## src/rtl/ivlr_pkg.sv

```systemverilog
package ivlr_pkg;
  typedef enum logic [1:0] {
    ST_IDLE = 2'd0,
    ST_ARB  = 2'd1,
    ST_OPEN = 2'd2
  } rtState_t;

  // strobes from the control to the datapath
  typedef struct packed {
    logic capture;
    logic issue;
    logic close;
  } ctrlStrobe_t;

  localparam logic [1:0] CFG_LO   = 2'd0;
  localparam logic [1:0] CFG_HI   = 2'd1;
  localparam logic [1:0] CFG_MASK = 2'd2;
  localparam logic [1:0] CFG_DISC = 2'd3;
endpackage

```

## src/rtl/ivlr_match.sv

```systemverilog
module ivlr_match import ivlr_pkg::*; #(
  parameter int ENTRIES = 8,
  parameter int DEST_W  = 16,
  parameter int LINKS   = 32,
  localparam int IDX_W  = $clog2(ENTRIES),
  localparam int LINK_W = $clog2(LINKS)
) (
  input  logic              clk,
  input  logic              rstN,
  input  logic              cfgWe,
  input  logic [IDX_W-1:0]  cfgIdx,
  input  logic [1:0]        cfgSel,
  input  logic [LINKS-1:0]  cfgData,
  input  logic [DEST_W-1:0] dest,
  output logic [LINKS-1:0]  selMask,
  output logic              miss
);
  logic [DEST_W-1:0] loQ   [ENTRIES];
  logic [DEST_W-1:0] hiQ   [ENTRIES];
  logic [LINKS-1:0]  maskQ [ENTRIES];
  logic [LINK_W-1:0] discQ;
  logic [ENTRIES-1:0] hitVec;

  always_ff @(posedge clk or negedge rstN) begin
    if (!rstN) begin
      discQ <= '0;
    end else if (cfgWe && cfgSel == CFG_DISC) begin
      discQ <= cfgData[LINK_W-1:0];
    end
  end

  genvar g;
  generate
    for (g = 0; g < ENTRIES; g++) begin : gEntry
      always_ff @(posedge clk or negedge rstN) begin
        if (!rstN) begin
          loQ[g]   <= '0;
          hiQ[g]   <= '0;
          maskQ[g] <= '0;
        end else if (cfgWe && cfgIdx == IDX_W'(g)) begin
          case (cfgSel)
            CFG_LO:   loQ[g]   <= cfgData[DEST_W-1:0];
            CFG_HI:   hiQ[g]   <= cfgData[DEST_W-1:0];
            CFG_MASK: maskQ[g] <= cfgData;
            default:  ;
          endcase
        end
      end
      assign hitVec[g] = (loQ[g] <= dest) && (dest < hiQ[g]);
    end
  endgenerate

  always_comb begin
    selMask = '0;
    selMask[discQ] = 1'b1;
    for (int i = ENTRIES - 1; i >= 0; i--) begin
      if (hitVec[i]) selMask = maskQ[i];
    end
    miss = ~|hitVec;
  end
endmodule

```

## src/rtl/ivlr_pick.sv

```systemverilog
module ivlr_pick #(
  parameter int LINKS   = 32,
  localparam int LINK_W = $clog2(LINKS)
) (
  input  logic [LINKS-1:0]  cand,
  output logic              anyFree,
  output logic [LINK_W-1:0] pickIdx
);
  always_comb begin
    pickIdx = '0;
    for (int i = LINKS - 1; i >= 0; i--) begin
      if (cand[i]) pickIdx = LINK_W'(i);
    end
  end
  assign anyFree = |cand;
endmodule

```

## src/rtl/ivlr_datapath.sv

```systemverilog
module ivlr_datapath import ivlr_pkg::*; #(
  parameter int ENTRIES = 8,
  parameter int DEST_W  = 16,
  parameter int LINKS   = 32,
  localparam int IDX_W  = $clog2(ENTRIES),
  localparam int LINK_W = $clog2(LINKS)
) (
  input  logic              clk,
  input  logic              rstN,
  input  ctrlStrobe_t       strobe,
  input  logic [DEST_W-1:0] hdrDest,
  input  logic [LINKS-1:0]  linkBusy,
  input  logic              cfgWe,
  input  logic [IDX_W-1:0]  cfgIdx,
  input  logic [1:0]        cfgSel,
  input  logic [LINKS-1:0]  cfgData,
  output logic              anyFree,
  output logic              grantValid,
  output logic [LINK_W-1:0] grantLink,
  output logic              missErr
);
  logic [LINKS-1:0]  selMask;
  logic              miss;
  logic [LINKS-1:0]  reqMask;
  logic [LINK_W-1:0] pickIdx;

  ivlr_match #(.ENTRIES(ENTRIES), .DEST_W(DEST_W), .LINKS(LINKS)) uMatch (
    .clk(clk), .rstN(rstN), .cfgWe(cfgWe), .cfgIdx(cfgIdx), .cfgSel(cfgSel),
    .cfgData(cfgData), .dest(hdrDest), .selMask(selMask), .miss(miss)
  );

  ivlr_pick #(.LINKS(LINKS)) uPick (
    .cand(reqMask & ~linkBusy), .anyFree(anyFree), .pickIdx(pickIdx)
  );

  always_ff @(posedge clk or negedge rstN) begin
    if (!rstN) begin
      reqMask    <= '0;
      missErr    <= 1'b0;
      grantLink  <= '0;
      grantValid <= 1'b0;
    end else begin
      grantValid <= strobe.issue;
      if (strobe.capture) begin
        reqMask <= selMask;
        missErr <= miss;
      end else if (strobe.close) begin
        missErr <= 1'b0;
      end
      if (strobe.issue) grantLink <= pickIdx;
    end
  end

  assert_bundle_member_R3: assert property (@(posedge clk) disable iff (!rstN)
    grantValid |-> reqMask[grantLink]);

  assert_miss_single_R7: assert property (@(posedge clk) disable iff (!rstN)
    missErr |-> ($countones(reqMask) == 1));
endmodule

```

## src/rtl/ivlr_ctrl.sv

```systemverilog
module ivlr_ctrl import ivlr_pkg::*; (
  input  logic        clk,
  input  logic        rstN,
  input  logic        hdrValid,
  input  logic        eopValid,
  input  logic        anyFree,
  output ctrlStrobe_t strobe,
  output logic        routeOpen
);
  rtState_t state;

  always_comb begin
    strobe.capture = (state == ST_IDLE) && hdrValid;
    strobe.issue   = (state == ST_ARB) && anyFree;
    strobe.close   = (state == ST_OPEN) && eopValid;
  end

  always_ff @(posedge clk or negedge rstN) begin
    if (!rstN) begin
      state <= ST_IDLE;
    end else begin
      case (state)
        ST_IDLE: if (hdrValid) state <= ST_ARB;
        ST_ARB:  if (anyFree)  state <= ST_OPEN;
        ST_OPEN: if (eopValid) state <= ST_IDLE;
        default: state <= ST_IDLE;
      endcase
    end
  end

  assign routeOpen = (state == ST_OPEN);

  assert_no_stall_R4: assert property (@(posedge clk) disable iff (!rstN)
    (state == ST_ARB && anyFree) |=> routeOpen);

  assert_close_route_R6: assert property (@(posedge clk) disable iff (!rstN)
    (routeOpen && eopValid) |=> (state == ST_IDLE));
endmodule

```

## src/rtl/interval_route_sel.sv

```systemverilog
module interval_route_sel import ivlr_pkg::*; #(
  parameter int ENTRIES = 8,
  parameter int DEST_W  = 16,
  parameter int LINKS   = 32,
  localparam int IDX_W  = $clog2(ENTRIES),
  localparam int LINK_W = $clog2(LINKS)
) (
  input  logic              clk,
  input  logic              rstN,
  input  logic              hdrValid,
  input  logic [DEST_W-1:0] hdrDest,
  input  logic              eopValid,
  input  logic [LINKS-1:0]  linkBusy,
  input  logic              cfgWe,
  input  logic [IDX_W-1:0]  cfgIdx,
  input  logic [1:0]        cfgSel,
  input  logic [LINKS-1:0]  cfgData,
  output logic              grantValid,
  output logic [LINK_W-1:0] grantLink,
  output logic              routeOpen,
  output logic              missErr
);
  ctrlStrobe_t strobe;
  logic        anyFree;

  ivlr_ctrl uCtrl (
    .clk(clk), .rstN(rstN), .hdrValid(hdrValid), .eopValid(eopValid),
    .anyFree(anyFree), .strobe(strobe), .routeOpen(routeOpen)
  );

  ivlr_datapath #(.ENTRIES(ENTRIES), .DEST_W(DEST_W), .LINKS(LINKS)) uData (
    .clk(clk), .rstN(rstN), .strobe(strobe), .hdrDest(hdrDest),
    .linkBusy(linkBusy), .cfgWe(cfgWe), .cfgIdx(cfgIdx), .cfgSel(cfgSel),
    .cfgData(cfgData), .anyFree(anyFree), .grantValid(grantValid),
    .grantLink(grantLink), .missErr(missErr)
  );

  assert_hold_link_R5: assert property (@(posedge clk) disable iff (!rstN)
    (routeOpen && $past(routeOpen)) |-> $stable(grantLink));

  assert_grant_pulse_R3: assert property (@(posedge clk) disable iff (!rstN)
    grantValid |=> !grantValid);

  assert_grant_opens_R6: assert property (@(posedge clk) disable iff (!rstN)
    grantValid |-> routeOpen);
endmodule

```

## config.mk

```make
export PLATFORM = sky130hd
export DESIGN_NAME = interval_route_sel
export DESIGN_NICKNAME = d
export VERILOG_FILES = /design/src/rtl/ivlr_pkg.sv /design/src/rtl/ivlr_match.sv /design/src/rtl/ivlr_pick.sv /design/src/rtl/ivlr_datapath.sv /design/src/rtl/ivlr_ctrl.sv /design/src/rtl/interval_route_sel.sv
export SDC_FILE = /design/constraint.sdc
export NUM_CORES = 1
export LEC_CHECK = 0
export BUFFER_PORTS_ARGS = -buffer_cell sky130_fd_sc_hd__clkbuf_2
export CAP_MARGIN = 25
export CORE_MARGIN = 2
export CORE_UTILIZATION = 60
export CTS_BUF_LIST = sky130_fd_sc_hd__clkbuf_2
export CTS_CLUSTER_SIZE = 10
export DETAILED_ROUTE_END_ITERATION = 8
export GPL_ROUTABILITY_DRIVEN = 0
export PLACE_DENSITY = 0.81
export REMOVE_ABC_BUFFERS = 1
export SLEW_MARGIN = 0
export SYNTH_ARGS = -nofsm -noshare
export SYNTH_HDL_FRONTEND = slang
export SYNTH_SLANG_ARGS = --single-unit
export TNS_END_PERCENT = 5
```

## constraint.sdc

```tcl
create_clock -name clk -period 7.99 [get_ports clk]
set_input_delay 0.3995 -clock clk [delete_from_list [all_inputs] [get_ports clk]]
set_output_delay 0.3995 -clock clk [all_outputs]
set_load 0.05 [all_outputs]
```

==> qor.yml <==
status: "completed"
io-pin-count: 98
ys_types: 65
clock-skew-final_ns: 0.09784
nets: 3234
overflow: 0
ys_seq_elements: 558
seqPwrFrac_pct: 44.1
reg2reg_setup_slack_ns: 3.42
wl_per_cell_um: 23.34
switching_power_mw: 3.328
place_inst: 3274
relSlewSlack_pct: 20.37
end_kind: "register"
worstMarginPinSlew_ns: 1.192
place_ws_ns: 3.563
path_max_fanout: 7
die_w_um: 225.4
rr_startpoint: "uData.reqMask[22]$_DFFE_PN0P_"
slew_violations: 0
comb_power_share_pct: 32.5
crit_path_start_kind: "register"
r2r_end: "uData.grantLink[0]$_DFFE_PN0P_"
drt_iter0_markers: 2352
grt_pass1_vias: 24590
p_int_mw: 5.409
design_area_mm2: 0.03280
switching_share_pct: 38.09
placed_cell_area_mm2: 0.03042
pwr-share-clk_pct: 23.4
synth_flop_cell: "dfrtp_1"
start_util_pct: 60.46
via_count: 23410
drive_gt1_share_pct: 27.31
finalNonFillerCells: 3628
core-area_mm2: 0.04865
cts_buffer_depth: 3
grt_max_degree: 166
async_flop_share_pct: 100.0
hp-class: "primary input to register"
io_buffers: 97
period_share_pct: 57.16
antenna_found_initial: 2
power_mw: 8.737
track_usage_pct: 33.99
vdd_drop_max_mv: 0.2145
leakage_nw: 15.65
synth_edf_count: 0
grt_pass1_wl_um: 132300
cts_tree: "built"
min_to: "uCtrl.state[0]$_DFFE_PN0P_"
htreeDepth: 4
drc: 0
hold_depth: 5
crit_type: "register to register"
avgSynthCellArea_um2: 11.02
syn_area_mm2: 0.02941
setup_viol: 0
rsz0062_at_grt: "false"
path_clk_slew_ns: 0.11
die_height_um: 225.4
yosysSeqAreaShare_pct: 47.48
netlist_top_cells_area: "dfrtp_1 (47%), mux2_2 (17%), ha_1 (11%), o21ai_0 (3.0%), nand2_1 (2.6%)"
rows: 81
syn_inst: 2669
dr.pass1.iters: 5
r2r_cells: 13
synth_area_leader_cell: "dfrtp_1"
cts_made_buffers: 146
finalCoreUtilization_pct: 67.42
powerDensity_mw_per_mm2: 266.4
clock_latency_ns: 1.35
worstHoldStart: "hdrValid"
antenna_left: 0
yosysTopAreaCellShare_pct: 47.48
die_area_mm2: 0.05081
drv_cap: 0
worstPathArrival_ns: 5.80
cts_root_buffer: "clkbuf_2"
syn_to_final_growth_pct: 11.51
hold_viol_final: 0
viasPerCell: 6.452
fin_ws_ns: 3.423
worstPathRequired_ns: 9.22
cts.sinks: 558
finalSetupTns_ns: 0
hold_ws_ns: 0.1763
yosysWarningCount: 0
wirelength_um: 84690
fmax_mhz: 219.0
fin_crit_ns: 4.567
dp.final_hpwl_um: 53140
how the worst max path moves through the flow:
| stage | from | end | slack, ns |
|---|---|---|---|
| after floorplan | hdrDest[10] | uData.reqMask[1]$_DFFE_PN0P_ | 4.23 |
| after global placement | hdrDest[9] | uData.reqMask[1]$_DFFE_PN0P_ | 3.76 |
| after detailed placement | hdrDest[7] | uData.reqMask[6]$_DFFE_PN0P_ | 3.56 |
| after CTS | uData.reqMask[22]$_DFFE_PN0P_ | uData.grantLink[0]$_DFFE_PN0P_ | 3.54 |
| after global routing | uData.reqMask[22]$_DFFE_PN0P_ | uData.grantLink[0]$_DFFE_PN0P_ | 3.21 |
| final | uData.reqMask[22]$_DFFE_PN0P_ | uData.grantLink[0]$_DFFE_PN0P_ | 3.42 |
cell usage in the layout (no fill, tap or decap), types with 9 or more instances in the layout:
cell / Yosys / layout
dfrtp_1: 558 / 558
nor3_1: 38 / 38
a21o_1: 19 / 19
a211oi_1: 14 / 14
ha_1: 248 / 248
buf_4: 3 / 28
dlygate4sd3_1: 0 / 89
nand4_1: 43 / 43
o21ai_1: 18 / 18
clkinv_1: 0 / 39
a21oi_1: 136 / 136
nand3_1: 59 / 59
o21a_1: 9 / 9
a31oi_1: 42 / 42
nor2b_1: 32 / 31
o211ai_1: 36 / 36
mux2_2: 454 / 454
inv_1: 170 / 170
o21ai_0: 175 / 175
nand2b_1: 32 / 31
or3_1: 28 / 28
clkbuf_2: 0 / 299
nor4_1: 11 / 11
a221oi_1: 31 / 31
o31ai_1: 14 / 14
nand2_1: 206 / 206
nor2_1: 70 / 67
logic make-up (layout without fill, tap and decap cells):
group	Yosys count	after routing	synth area share, %
mux	455	455	17.42
compound gates	534	534	10.99
buf+inv	315	649	4.207
fa+ha+maj	248	248	10.55
other cells	0	3	0
flops	558	558	47.48
simple gates	559	559	9.363
critical path: stages (launching register included):
cell and delay, ns:
dfrtp_1 0.41, nor2b_1 0.15, a21oi_1 0.15, dlygate4sd3_1 0.59, nand3_1 0.12, dlygate4sd3_1 0.59
nor2_1 0.12, dlygate4sd3_1 0.63, nand4_1 0.10, dlygate4sd3_1 0.60, nand2_1 0.21, inv_1 0.11
a2bb2oi_1 0.13, dlygate4sd3_1 0.56
metal layers:
metal  vias to the layer above  GRT usage (%)  wire, um
li1                      10130              -         -
met1                     11640          42.39     32860
met2                      1294          53.57     39600
met3                       350          9.087      7896
met4                         0          19.68      4334
met5                         -              0         0
synth_stat cells (all sizes together) (3+ instances only):
master  number
o21a         9
a221oi      31
and4         5
nor3        40
a31oi       42
a221o        4
nor2        71
and2         4
o211ai      36
or3         29
nor3b        5
and3         5
nor4        13
o21ai      193
nand3       59
a21oi      137
nand2      206
nand2b      32
inv        170
mux2       454
o31ai       14
o22ai        4
ha         248
a211oi      14
a21boi       5
a21o        19
nand4       43
nor2b       32
buf         35
and3b        3
dfrtp      558
o221ai       3
or4          4
clkbuf     110
nand3b       4
final cells by class:
| type | count | area, um^2 |
|---|---|---|
| antenna | 3 | 7.507 |
| clock buffer | 203 | 1016 |
| clock inverter | 52 | 317.8 |
| fill | 3450 | 15850 |
| inverter | 170 | 638.1 |
| multi-input combinational | 1796 | 14270 |
| sequential | 558 | 13960 |
| tap | 622 | 778.2 |
| timing repair buffer | 224 | 1802 |
registers in the layout, indices dropped and copies added (netlist names):
name                flops
uCtrl.state             2
uData.grantLink         5
uData.grantValid        1
uData.missErr           1
uData.reqMask          32
uData.uMatch.discQ      5
uData.uMatch.hiQ      128
uData.uMatch.loQ      128
uData.uMatch.maskQ    256
power groups by stage:
stage / clock (mW) / sequential (mW) / combinational (mW)
floorplan: 0 / 3.76 / 1.73
global placement: 0 / 3.83 / 2.48
detailed placement: 0 / 3.87 / 2.64
CTS: 2.06 / 3.82 / 2.75
global route: 2.22 / 3.89 / 3.09
finish: 2.04 / 3.85 / 2.84
what timing repair did:
action,in CTS,in global routing
hold buffers,90,0
endpoints found under the hold margin,971,0
buffers inserted,0,0
resized for setup,0,0
Note: power is estimated with default switching activity, not from simulation.
